<file path="config.mk">
export PLATFORM = sky130hd
export DESIGN_NAME = sswitch_ctrl
export DESIGN_NICKNAME = d
export VERILOG_FILES = /design/src/rtl/sswitch_pkg.sv /design/src/rtl/sw_strobe_edge.sv /design/src/rtl/sw_decode.sv /design/src/rtl/sw_flag_bank.sv /design/src/rtl/sw_kbd_latch.sv /design/src/rtl/sswitch_ctrl.sv
export SDC_FILE = /design/constraint.sdc
export NUM_CORES = 1
export LEC_CHECK = 0
export BUFFER_PORTS_ARGS = -buffer_cell sky130_fd_sc_hd__buf_2
export CORE_MARGIN = 5
export CORE_UTILIZATION = 54
export CTS_BUF_LIST = sky130_fd_sc_hd__clkbuf_4 sky130_fd_sc_hd__clkbuf_8
export DETAILED_ROUTE_END_ITERATION = 7
export MAX_ROUTING_LAYER = met4
export PLACE_DENSITY = 0.86
export SYNTH_ARGS = -nofsm -noshare
export SYNTH_HDL_FRONTEND = slang
export SYNTH_SLANG_ARGS = --single-unit
</file>
<file path="constraint.sdc">
create_clock -name clk -period 3.2 [get_ports clk]
set_input_delay 0.32 -clock clk [delete_from_list [all_inputs] [get_ports clk]]
set_output_delay 0.32 -clock clk [all_outputs]
set_load 0.005 [all_outputs]
</file>
<file path="src/rtl/sswitch_pkg.sv">
package sswitch_pkg;

  localparam int FLAG_N    = 4;
  localparam int FLAG_IW   = $clog2(FLAG_N);
  localparam int FL_TEXT   = 0;
  localparam int FL_MIXED  = 1;
  localparam int FL_HIRES  = 2;
  localparam int FL_ROM    = 3;

  localparam logic [7:0] STAT_LOW = 8'h0D;

  typedef enum logic [2:0] {
    OP_NONE,
    OP_KBD_DATA,
    OP_KBD_CLR,
    OP_FLAG,
    OP_ROM_STAT,
    OP_FIXED
  } sw_op_e;

  typedef struct packed {
    logic               hit;
    sw_op_e             op;
    logic [FLAG_IW-1:0] flag_idx;
    logic               flag_val;
  } sw_dec_t;

endpackage

</file>
<file path="src/rtl/sw_strobe_edge.sv">
module sw_strobe_edge (
  input  logic clk,
  input  logic rst_n,
  input  logic rd,
  input  logic wr,
  output logic acc,
  output logic acc_is_read
);
  logic rd_q, wr_q;
  logic rd_start, wr_start;

  always_ff @(posedge clk) begin
    if (!rst_n) begin
      rd_q <= 1'b0;
      wr_q <= 1'b0;
    end else begin
      rd_q <= rd;
      wr_q <= wr;
    end
  end

  assign rd_start    = rd & ~rd_q;
  assign wr_start    = wr & ~wr_q;
  assign acc         = rd_start | wr_start;
  assign acc_is_read = rd_start;
endmodule

</file>
<file path="src/rtl/sw_decode.sv">
module sw_decode
  import sswitch_pkg::*;
#(
  parameter int ADDR_W = 16,
  parameter logic [ADDR_W-9:0] PAGE = 'hC0
) (
  input  logic [ADDR_W-1:0] addr,
  input  logic              is_read,
  output sw_dec_t           dec
);
  logic in_page;
  assign in_page = (addr[ADDR_W-1:8] == PAGE);

  always_comb begin
    dec = '{hit: 1'b0, op: OP_NONE, flag_idx: '0, flag_val: 1'b0};
    if (in_page) begin
      unique case (addr[7:0])
        8'h00: if (is_read) begin
          dec.hit = 1'b1; dec.op = OP_KBD_DATA;
        end
        8'h10: begin
          dec.hit = 1'b1; dec.op = OP_KBD_CLR;
        end
        8'h06, 8'h07: if (!is_read) begin
          dec.hit      = 1'b1;
          dec.op       = OP_FLAG;
          dec.flag_idx = FLAG_IW'(FL_ROM);
          dec.flag_val = addr[0];
        end
        8'h15: if (is_read) begin
          dec.hit = 1'b1; dec.op = OP_ROM_STAT;
        end
        8'h18, 8'h1C, 8'h1E, 8'h1F: if (is_read) begin
          dec.hit = 1'b1; dec.op = OP_FIXED;
        end
        8'h50, 8'h51: begin
          dec.hit = 1'b1; dec.op = OP_FLAG;
          dec.flag_idx = FLAG_IW'(FL_TEXT);  dec.flag_val = addr[0];
        end
        8'h52, 8'h53: begin
          dec.hit = 1'b1; dec.op = OP_FLAG;
          dec.flag_idx = FLAG_IW'(FL_MIXED); dec.flag_val = addr[0];
        end
        8'h56, 8'h57: begin
          dec.hit = 1'b1; dec.op = OP_FLAG;
          dec.flag_idx = FLAG_IW'(FL_HIRES); dec.flag_val = addr[0];
        end
        default: ;
      endcase
    end
  end
endmodule

</file>
<file path="src/rtl/sw_flag_bank.sv">
module sw_flag_bank #(
  parameter int N = 4,
  parameter logic [N-1:0] RESET_VAL = '0,
  localparam int IW = (N > 1) ? $clog2(N) : 1
) (
  input  logic          clk,
  input  logic          rst_n,
  input  logic          we,
  input  logic [IW-1:0] idx,
  input  logic          val,
  output logic [N-1:0]  flags
);
  for (genvar i = 0; i < N; i++) begin : g_flag
    always_ff @(posedge clk) begin
      if (!rst_n)
        flags[i] <= RESET_VAL[i];
      else if (we && (idx == IW'(i)))
        flags[i] <= val;
    end
  end
endmodule

</file>
<file path="src/rtl/sw_kbd_latch.sv">
module sw_kbd_latch #(
  parameter int DATA_W = 8,
  localparam int CODE_W = DATA_W - 1
) (
  input  logic              clk,
  input  logic              rst_n,
  input  logic              press,
  input  logic [CODE_W-1:0] code,
  input  logic              clr,
  output logic [DATA_W-1:0] kbyte
);
  always_ff @(posedge clk) begin
    if (!rst_n)
      kbyte <= '0;
    else if (press)
      kbyte <= {1'b1, code};
    else if (clr)
      kbyte[DATA_W-1] <= 1'b0;
  end
endmodule

</file>
<file path="src/rtl/sswitch_ctrl.sv">
module sswitch_ctrl
  import sswitch_pkg::*;
#(
  parameter int ADDR_W = 16,
  parameter int DATA_W = 8
) (
  input  logic              clk,
  input  logic              rst_n,
  input  logic [ADDR_W-1:0] bus_addr,
  input  logic              bus_rd,
  input  logic              bus_wr,
  input  logic [DATA_W-1:0] bus_wdata,
  input  logic [DATA_W-1:0] key_code,
  input  logic              key_press,
  output logic [DATA_W-1:0] rd_data,
  output logic              hit,
  output logic              text_mode,
  output logic              mixed_mode,
  output logic              hires_mode,
  output logic              slot_rom_hi
);
  localparam logic [FLAG_N-1:0] FLAG_RST = FLAG_N'(1) << FL_TEXT;

  logic              acc, acc_rd;
  sw_dec_t           dec;
  logic [FLAG_N-1:0] flags;
  logic [DATA_W-1:0] kbyte;
  logic [DATA_W-1:0] rd_next;
  logic              unused_in;

  assign unused_in = ^{bus_wdata, key_code[DATA_W-1]};

  sw_strobe_edge u_edge (
    .clk(clk), .rst_n(rst_n), .rd(bus_rd), .wr(bus_wr),
    .acc(acc), .acc_is_read(acc_rd)
  );

  sw_decode #(.ADDR_W(ADDR_W)) u_dec (
    .addr(bus_addr), .is_read(acc_rd), .dec(dec)
  );

  sw_flag_bank #(.N(FLAG_N), .RESET_VAL(FLAG_RST)) u_flags (
    .clk(clk), .rst_n(rst_n),
    .we(acc && dec.op == OP_FLAG),
    .idx(dec.flag_idx), .val(dec.flag_val),
    .flags(flags)
  );

  sw_kbd_latch #(.DATA_W(DATA_W)) u_kbd (
    .clk(clk), .rst_n(rst_n),
    .press(key_press), .code(key_code[DATA_W-2:0]),
    .clr(acc && dec.op == OP_KBD_CLR),
    .kbyte(kbyte)
  );

  always_comb begin
    rd_next = '0;
    if (acc_rd) begin
      unique case (dec.op)
        OP_KBD_DATA, OP_KBD_CLR: rd_next = kbyte;
        OP_ROM_STAT: rd_next = DATA_W'({flags[FL_ROM], STAT_LOW[6:0]});
        OP_FIXED:    rd_next = DATA_W'(STAT_LOW);
        default:     rd_next = '0;
      endcase
    end
  end

  always_ff @(posedge clk) begin
    if (!rst_n) begin
      rd_data <= '0;
      hit     <= 1'b0;
    end else if (acc) begin
      rd_data <= rd_next;
      hit     <= dec.hit;
    end
  end

  assign text_mode   = flags[FL_TEXT];
  assign mixed_mode  = flags[FL_MIXED];
  assign hires_mode  = flags[FL_HIRES];
  assign slot_rom_hi = flags[FL_ROM];
endmodule

</file>
==> results of run 1 <==
cells by family after synthesis:
family | Yosys count
xor gates and xnor gates | 1
DFF | 23
AOI/OAI and AO/OA | 29
and+or+nand+nor | 71
muxes | 9
buffers and inverters | 8
cells in the mapped netlist, types with 2 or more instances:
cell and count:
dfxtp_1 23, nand2_1 16, nor2b_1 13, nor2_1 10
mux2i_1 9, o21ai_0 7, a22oi_1 4, and2_1 4
clkbuf_1 4, nand3_1 4, a21oi_1 3, inv_1 3
nand2b_1 3, nor4_1 3, a2111oi_4 2, a31oi_1 2
and3_1 2, and4bb_2 2, nand4b_1 2, nor3b_1 2
nor4_2 2, o211ai_1 2
metal layers:
layer | wire [um] | part of all wire | up-vias
li1 | - | - | 596
met1 | 1343 | 0.44 | 582
met4 | 42 | 0.014 | 0
met2 | 1419 | 0.46 | 49
met5 | 0 | 0 | -
met3 | 252 | 0.082 | 4
worst register-to-register path: stages, from the launching register on:
cell     delay, ns
dfxtp_1       0.33
nor2b_1       0.29
a21oi_1       0.24
or4_1         0.60
nor3_2        0.21
mux2i_1       0.20
nand2_1       0.06
through the flow:
step	worst slack [ns]	std cells	instance area (um^2)	total power [W]
3_5_place_dp	1.060	204	1488	0.0003741
2_1_floorplan	1.312	141	1272	0.0003438
5_1_grt	1.069	208	1515	0.0005281
3_3_place_gp	1.066	204	1488	0.0003705
6_report	1.173	208	1515	0.0005029
4_1_cts	1.196	208	1515	0.0005055
worst max-delay path by stage:
| stage | end | from | cells past startpoint |
|---|---|---|---|
| final | u_flags.flags[0]$_SDFFE_PN1P_ | u_edge.rd_q$_SDFF_PN0_ | 6 |
| after global routing | u_flags.flags[0]$_SDFFE_PN1P_ | u_edge.rd_q$_SDFF_PN0_ | 6 |
| after CTS | u_flags.flags[0]$_SDFFE_PN1P_ | u_edge.rd_q$_SDFF_PN0_ | 6 |
| after detailed placement | u_flags.flags[3]$_SDFFE_PN0P_ | bus_addr[5] | 7 |
| after global placement | u_flags.flags[0]$_SDFFE_PN1P_ | bus_addr[5] | 7 |
| after floorplan | u_flags.flags[0]$_SDFFE_PN1P_ | bus_addr[9] | 6 |
power by group:
group	internal, W	switching, W
sequential	0.000294	0.00000354
combinational	0.0000311	0.0000398
clock	0.0000468	0.0000879
total	0.000372	0.000131
flip-flops by register name (all words and copies together) (netlist names):
register	cells
hit	1
u_edge.rd_q	1
rd_data	8
u_flags.flags	4
u_kbd.kbyte	8
u_edge.wr_q	1
layout make-up:
type,instances,share of cell area
Sequential cell,23,0.3039
Clock inverter,1,0.003303
Clock buffer,3,0.01486
Tap cell,28,0.02312
Multi-Input combinational cell,110,0.5153
Timing Repair Buffer,40,0.1321
Inverter,3,0.007432
==> results.py, run 1 <==
metrics = {
    "power": {
        "leakagePower_nw": 0.6308,
        "p_per_area_nw_per_um2": 331.9,
        "vdd_drop_max_mv": 0.3258,
    },
    "routing": {
        "drt_iter0_drc": 35,
        "drt_wl_total_um": 3056,
        "num_vias": 1231,
        "antenna_left": 0,
        "firstDrtPassIters": 4,
        "drc": 0,
        "drt-wirelength-per-cell_um": 14.69,
        "viasPerCell": 5.918,
    },
    "global_routing": {
        "busiest_layer": "met2",
        "grt_max_degree": 23,
        "antenna_found_initial": 0,
        "met3_usage": 0.03947,
        "grt_usage": 0.1912,
        "grt_pass1_wl_um": 5002,
        "grt_use_met2": 0.3030,
        "grt_pass1_vias": 1157,
        "grt.met1_usage": 0.2390,
        "overflow": 0,
    },
    "critical_path": {
        "cp_slowest_cell": "or4_1",
        "required_ns": 3.41,
        "worst-path-buf-inv": 0,
        "crit_path_max_fanout": 9,
        "cp_cell_sequence": "nor2b_1, a21oi_1, or4_1, nor3_2, mux2i_1, nand2_1",
        "start_kind": "flop",
        "worstSetupPathType": "reg -> reg",
        "worstReg2RegStart": "u_edge.rd_q$_SDFF_PN0_",
        "r2r_setup_slack_ns": 1.17,
        "arrival_ns": 2.24,
        "cp-end-kind": "flop",
        "cp_top_family": "simple AND/OR/NAND/NOR gates",
        "rr_endpoint": "u_flags.flags[0]$_SDFFE_PN1P_",
        "reg2regPathDepth": 6,
        "max_stage_delay_ns": 0.60,
    },
    "sta": {
        "finalSetupTns_ns": 0,
        "max_freq_mhz": 493.2,
        "setup_viol": 0,
        "tightest_slew_ns": 0.6974,
        "fin_skew_ns": 0.001617,
        "rsz0062_at_grt": "no",
        "hold_viol_final": 0,
        "timing.slew.headroom": 0.5351,
        "maxSlewViolCount": 0,
        "hold_ws_ns": 0.2227,
        "finalCritPeriodShare": 0.6336,
        "min_period_ns": 2.028,
    },
    "synth": {
        "yosysWarnings": 0,
        "synth-compound-area-share": 0.1908,
        "synth_top_cell_area_share": 0.3618,
        "yosysSeqAreaShare": 0.3618,
        "synth_nets": 178,
        "synth_area_um2": 1272,
        "synth-simple-area-share": 0.3451,
        "yosys.area_share.adder": 0,
        "synth_cell_types": 41,
        "synth_xor_area_frac": 0.006883,
        "synth_top_family_by_area": "simple AND/OR/NAND/NOR gates",
        "synthMuxAreaShare": 0.07080,
        "synth_top_area_cell": "dfxtp_1",
        "synth.area.top_cells": "dfxtp_1, mux2i_1, nor2b_1, nand2_1, a2111oi_4",
        "async_flop_share": 0,
        "synth_edf_count": 0,
        "synth-seq-cells": 23,
        "synthCells": 141,
        "synth_area_per_cell_um2": 9.025,
        "synthFlopType": "dfxtp_1",
    },
    "cts": {
        "tritoncts": "built",
        "holdBufCountCts": 0,
        "cts.clk_slew.worst_paths_ns": 0.12,
        "clk_latency_ns": 0.31,
        "htree_levels": 1,
        "root_buffer": "clkbuf_4",
        "clock_path_buffers": 2,
        "cts_made_buffers": 3,
        "post_cts_buffers": 0,
        "clkSinkCount": 23,
        "cts_resized": 0,
    },
    "die": {
        "core_um2": 2233,
        "fp.dieW_um": 58.55,
        "dieArea_um2": 3428,
        "num_rows": 17,
        "ios": 50,
        "start_util": 0.5697,
        "die_h_um": 58.55,
    },
    "cells_and_area": {
        "nets": 218,
        "multi_input_area_um2": 780.7,
        "final_common_cell": "buf_2",
        "fillers": 190,
        "diodes": 0,
        "utilization": 0.6784,
        "syn_to_final_growth_pct": 19.08,
        "seq_area_um2": 460.4,
        "layout-drive-gt1-share": 0.3056,
        "final_cell_mix": "buf_2, dfxtp_1, nand2_1",
    },
    "hold_path": {
        "whs_endpoint": "u_edge.wr_q$_SDFF_PN0_",
        "min-delay-start": "bus_wr",
        "whs_path_depth": 2,
        "hp-class": "in -> reg",
    },
    "outcome": {
        "status": "finished, final reports clean",
    },
    "placed_design": {
        "dp_hpwl_um": 2343,
        "gp_congestion": 0.7832,
        "portBuffers": 40,
    },
    "flow_run": {
        "cap_violations": 0,
    },
}
(Power assumes the default switching activity.)
==> run 2, diff against run 1 <==
--- a/config.mk
+++ b/config.mk
@@ -7,11 +7,11 @@
 export LEC_CHECK = 0
 export BUFFER_PORTS_ARGS = -buffer_cell sky130_fd_sc_hd__buf_2
 export CORE_MARGIN = 5
-export CORE_UTILIZATION = 54
+export CORE_UTILIZATION = 45
 export CTS_BUF_LIST = sky130_fd_sc_hd__clkbuf_4 sky130_fd_sc_hd__clkbuf_8
 export DETAILED_ROUTE_END_ITERATION = 7
 export MAX_ROUTING_LAYER = met4
-export PLACE_DENSITY = 0.86
+export PLACE_DENSITY = 0.77
 export SYNTH_ARGS = -nofsm -noshare
 export SYNTH_HDL_FRONTEND = slang
 export SYNTH_SLANG_ARGS = --single-unit
==> constraint.sdc (replaced) <==
create_clock -name clk -period 1.7 [get_ports clk]
set_input_delay 0.17 -clock clk [delete_from_list [all_inputs] [get_ports clk]]
set_output_delay 0.17 -clock clk [all_outputs]
set_load 0.005 [all_outputs]
==> run 2 against run 1 <==
Net effect:
- die area rose by 16%
- register-to-register slack got worse by 1.1 ns
- largest cell class unchanged
- first-iteration DRC count rose by 37%
- total power rose by 94%
- critical endpoint unchanged
==> results.py, run 2 (same netlist as run 1, synthesis figures left out) <==
metrics = {
    "sta": {
        "tightest_slew_ns": 0.4833,
        "finalCritPeriodShare": 0.9725,
        "max_freq_mhz": 604.9,
        "hold_viol_final": 0,
        "hold_ws_ns": 0.05980,
        "setup_viol": 0,
        "fin_skew_ns": 0.005450,
        "min_period_ns": 1.653,
        "timing.slew.headroom": 0.6695,
        "maxSlewViolCount": 0,
    },
    "die": {
        "die_h_um": 63.18,
        "start_util": 0.4654,
        "core_um2": 2734,
        "ios": 50,
        "num_rows": 19,
        "dieArea_um2": 3991,
        "fp.dieW_um": 63.18,
    },
    "routing": {
        "drt_iter0_drc": 48,
        "drt_wl_total_um": 3120,
        "viasPerCell": 5.411,
        "wl_met3_um": 179,
        "antenna_left": 0,
        "routed.top_layer": "met4",
        "drc": 0,
        "firstDrtPassIters": 4,
        "routed-wl-met2_um": 1643,
        "num_vias": 1250,
        "met1Wirelength_um": 1277,
        "drt-wirelength-per-cell_um": 13.51,
    },
    "critical_path": {
        "required_ns": 1.91,
        "cp_cell_sequence": "nand2b_4, nand3_2, a2111oi_4, buf_4, nor3_2, mux2i_1, nand2_1",
        "worst-path-buf-inv": 1,
        "cp_slowest_cell": "a2111oi_4",
        "r2r_setup_slack_ns": 0.05,
        "max_stage_delay_ns": 0.43,
        "cp-end-kind": "flop",
        "arrival_ns": 1.86,
        "cp_top_family": "compound AO/OA/AOI/OAI gates",
        "crit_start": "u_edge.rd_q$_SDFF_PN0_",
        "worstReg2RegStart": "u_edge.rd_q$_SDFF_PN0_",
        "crit_path_max_fanout": 6,
        "worstSetupPathType": "reg -> reg",
        "start_kind": "flop",
    },
    "global_routing": {
        "grt_max_degree": 23,
        "grt_usage": 0.1657,
        "overflow": 0,
        "grt_pass1_wl_um": 5416,
        "grt_pass1_vias": 1299,
        "antenna_found_initial": 0,
    },
    "cells_and_area": {
        "diodes": 0,
        "final_cell_mix": "buf_2, dfxtp_1, buf_4",
        "reg_top3": "rd_data x8, u_kbd.kbyte x8, u_flags.flags x4",
        "nets": 238,
        "layout-drive-gt1-share": 0.4000,
        "utilization": 0.6229,
        "syn_to_final_growth_pct": 33.82,
        "final_common_cell": "buf_2",
    },
    "power": {
        "leakagePower_nw": 0.7421,
        "vdd_drop_max_mv": 0.5882,
        "p_per_area_nw_per_um2": 573.3,
    },
    "cts": {
        "clock_path_buffers": 2,
        "tritoncts": "built",
        "clk_latency_ns": 0.31,
        "root_buffer": "clkbuf_4",
        "clkSinkCount": 23,
        "cts_made_buffers": 3,
        "cts.clk_slew.worst_paths_ns": 0.13,
        "htree_levels": 1,
        "holdBufCountCts": 0,
    },
    "placed_design": {
        "gp_congestion": 0.8474,
        "portBuffers": 40,
        "dp_hpwl_um": 2498,
    },
    "outcome": {
        "status": "finished, final reports clean",
    },
    "hold_path": {
        "hp-class": "in -> reg",
        "min-delay-start": "bus_wr",
    },
    "flow_run": {
        "cap_violations": 0,
    },
}
-- run 2: power by group --
part | internal [W] | switching [W] | leakage [nW]
Combinational | 0.0000797 | 0.0000832 | 0.537
Sequential | 0.000553 | 0.00000687 | 0.188
Clock | 0.0000881 | 0.000165 | 0.0177
Total | 0.000721 | 0.000255 | 0.742
-- run 2: timing repair --
item | CTS | global route
buffers inserted | 0 | 1
pin swaps | 0 | 1
gates resized for setup | 1 | 4
setup endpoints to repair | 2 | 3
-- run 2: layout make-up --
type,count,area (um^2)
repair buffers,60,350.3
clock buffers,3,22.52
well taps,31,38.79
inverters,3,11.26
flip-flops and latches,23,460.4
fillers,219,1031
multi-input cells,110,814.5
clock inverters,1,5.005
-- run 2: per-stage QoR --
| stage | power [W] | setup TNS, ns | instance area (um^2) | setup WS (ns) | std cells |
|---|---|---|---|---|---|
| after floorplan | 0.0006484 | 0 | 1284 | 0.02062 | 141 |
| after global placement | 0.0007222 | -0.3353 | 1645 | -0.07215 | 226 |
| after detailed placement | 0.0007308 | -0.6187 | 1645 | -0.1211 | 226 |
| after CTS | 0.0009828 | 0 | 1675 | 0.05017 | 230 |
| after global routing | 0.001041 | -0.04925 | 1703 | -0.03785 | 231 |
| final | 0.0009762 | 0 | 1703 | 0.04682 | 231 |
-- run 2: final timing paths --
kind,depth (start not counted),end
worst max-delay path,7,u_flags.flags[0]$_SDFFE_PN1P_
worst min-delay path,2,u_edge.wr_q$_SDFF_PN0_
worst max register to register,7,u_flags.flags[0]$_SDFFE_PN1P_
worst min register to register,2,rd_data[0]$_SDFFE_PN0P_
-- run 2: per-layer routing --
layer,up-vias,GRT usage
met5,-,-
li1,637,-
met3,5,0.04973
met4,0,0.03377
met2,27,0.2949
met1,581,0.1822
==> run 3, diff against run 2 <==
--- a/config.mk
+++ b/config.mk
@@ -10,6 +10,7 @@
 export CORE_UTILIZATION = 45
 export CTS_BUF_LIST = sky130_fd_sc_hd__clkbuf_4 sky130_fd_sc_hd__clkbuf_8
 export DETAILED_ROUTE_END_ITERATION = 7
+export GPL_TIMING_DRIVEN = 0
 export MAX_ROUTING_LAYER = met4
 export PLACE_DENSITY = 0.77
 export SYNTH_ARGS = -nofsm -noshare
==> constraint.sdc (replaced) <==
create_clock -name clk -period 1.5 [get_ports clk]
set_input_delay 0.15 -clock clk [delete_from_list [all_inputs] [get_ports clk]]
set_output_delay 0.15 -clock clk [all_outputs]
set_load 0.005 [all_outputs]
==> run 3 against run 2 <==
Net effect:
- the run now ends with negative setup slack left
- sequential power rose by 14%
- core utilization rose by 0.092 points
- clock skew fell by 0.0040 ns
- maximum frequency rose by 2.9%
- register-to-register slack got worse by 0.15 ns
- routed wire length rose by 4.5%
- count of clock-buffer cells in the layout rose by 1
- hold slack improved by 0.029 ns
- combinational power rose by 18%
- critical path type unchanged
- highest routed layer unchanged
==> results.py, run 3 (same netlist as run 1, synthesis figures left out) <==
metrics = {
    "outcome": {
        "status": "complete, but fails checks",
        "violations": "negative setup slack",
    },
    "global_routing": {
        "grt_max_degree": 13,
        "grt_usage": 0.1653,
        "grt_pass1_vias": 1247,
        "overflow": 0,
        "grt_pass1_wl_um": 5382,
        "antenna_found_initial": 0,
    },
    "power": {
        "internal_power_w": 0.0008384,
        "vdd_drop_max_mv": 0.6675,
        "seq_power_share": 0.562,
        "swShare": 0.2587,
        "p_sw_w": 0.0002926,
        "pwr-share-comb": 0.171,
        "p_total_w": 0.001131,
        "leakagePower_nw": 0.6957,
        "p_clk_frac": 0.267,
        "p_per_area_nw_per_um2": 663.2,
    },
    "routing": {
        "drt_iter0_drc": 48,
        "drc": 0,
        "viasPerCell": 5.709,
        "drt-wirelength-per-cell_um": 14.62,
        "num_vias": 1273,
        "drt_wl_total_um": 3260,
        "antenna_left": 0,
        "firstDrtPassIters": 4,
    },
    "critical_path": {
        "required_ns": 1.69,
        "start_kind": "flop",
        "arrival_ns": 1.80,
        "worstSetupPathType": "reg -> reg",
        "cp-end-kind": "flop",
        "crit_path_max_fanout": 4,
    },
    "sta": {
        "finalCritPeriodShare": 1.071,
        "maxSlewViolCount": 0,
        "finalWorstSetupSlack_ns": -0.1064,
        "hold_ws_ns": 0.08862,
        "hold_viol_final": 0,
        "timing.slew.headroom": 0.6222,
        "max_freq_mhz": 622.5,
        "rsz0062_at_grt": "yes",
        "min_period_ns": 1.606,
        "fin_skew_ns": 0.001485,
        "tightest_slew_ns": 0.5667,
        "setup_viol": 9,
    },
    "cts": {
        "tritoncts": "built",
        "clkSinkCount": 23,
        "clk_latency_ns": 0.31,
        "holdBufCountCts": 0,
        "cts_made_buffers": 3,
        "htree_levels": 1,
        "root_buffer": "clkbuf_4",
        "clock_path_buffers": 2,
        "cts.clk_slew.worst_paths_ns": 0.12,
    },
    "cells_and_area": {
        "reg_top3": "rd_data x8, u_kbd.kbyte x8, u_flags.flags x4",
        "nets": 230,
        "fillers": 227,
        "layout-drive-gt1-share": 0.3958,
        "final_cell_mix": "buf_2, dfxtp_1, nand2_1",
        "diodes": 0,
        "stdcell_area_um2": 1705,
        "syn_to_final_growth_pct": 34.02,
        "final_common_cell": "buf_2",
    },
    "placed_design": {
        "dp_hpwl_um": 2462,
        "gp_congestion": 0.7952,
        "portBuffers": 37,
        "placed_cell_area_um2": 1553,
    },
    "die": {
        "core_um2": 2734,
        "num_rows": 19,
        "ios": 50,
        "die_h_um": 63.18,
        "start_util": 0.4654,
        "fp.dieW_um": 63.18,
        "dieArea_um2": 3991,
    },
    "hold_path": {
        "hp-class": "in -> reg",
    },
    "flow_run": {
        "cap_violations": 0,
    },
}
[run 3: critical path, cell delays in order, from the launching register on]
cell	delay, ns
dfxtp_2	0.38
nand2b_4	0.17
a31oi_1	0.11
or4_4	0.45
nor3_4	0.13
mux2i_1	0.19
nand2_1	0.06
[run 3: repair_timing]
action	4_1_cts	5_1_grt
resized for setup	9	6
setup endpoints to repair	10	14
pin swaps	10	4
setup buffers	6	5
endpoints found under the hold margin	0	0
[run 3: power groups by stage]
stage | combinational (W) | sequential [W] | clock [W]
final | 0.000193 | 0.000636 | 0.000302
after global routing | 0.000211 | 0.000638 | 0.000338
after CTS | 0.000183 | 0.000635 | 0.000311
after detailed placement | 0.000168 | 0.000649 | 0
after global placement | 0.000161 | 0.000648 | 0
after floorplan | 0.0000971 | 0.000646 | 0
[run 3: final timing paths]
kind | startpoint | to | slack [ns] | cells after the start
max reg2reg | u_edge.rd_q$_SDFF_PN0_ | u_flags.flags[0]$_SDFFE_PN1P_ | -0.11 | 6
min | bus_wr | u_edge.wr_q$_SDFF_PN0_ | 0.09 | 2
max | u_edge.rd_q$_SDFF_PN0_ | u_flags.flags[0]$_SDFFE_PN1P_ | -0.11 | 6
min reg2reg | rd_data[7]$_SDFFE_PN0P_ | rd_data[7]$_SDFFE_PN0P_ | 0.46 | 2
[run 3: final cells by class]
class | count | area (um^2) | area share
Sequential cell | 23 | 461.7 | 0.2707
Timing Repair Buffer | 47 | 267.8 | 0.1570
Tap cell | 31 | 38.79 | 0.02274
Inverter | 3 | 11.26 | 0.006603
Buffer | 5 | 21.27 | 0.01247
Clock buffer | 4 | 30.03 | 0.01761
Multi-Input combinational cell | 110 | 874.6 | 0.5128
[run 3: through the flow]
stage	TNS, ns	setup WS (ns)	utilization	std cells
after floorplan	-0.1947	-0.08668	-	141
after detailed placement	-3.398	-0.3706	0.5680	209
after global routing	-1.281	-0.1910	0.6238	223
after CTS	-0.6844	-0.1219	0.6082	219
after global placement	-2.740	-0.3067	0.5680	209
final	-0.4920	-0.1064	0.6238	223
[run 3: layer usage]
| metal | GRT usage | share of wire |
|---|---|---|
| met1 | 0.1792 | 0.41 |
| met3 | 0.03908 | 0.071 |
| met5 | - | 0 |
| met2 | 0.2974 | 0.50 |
| met4 | 0.04935 | 0.019 |
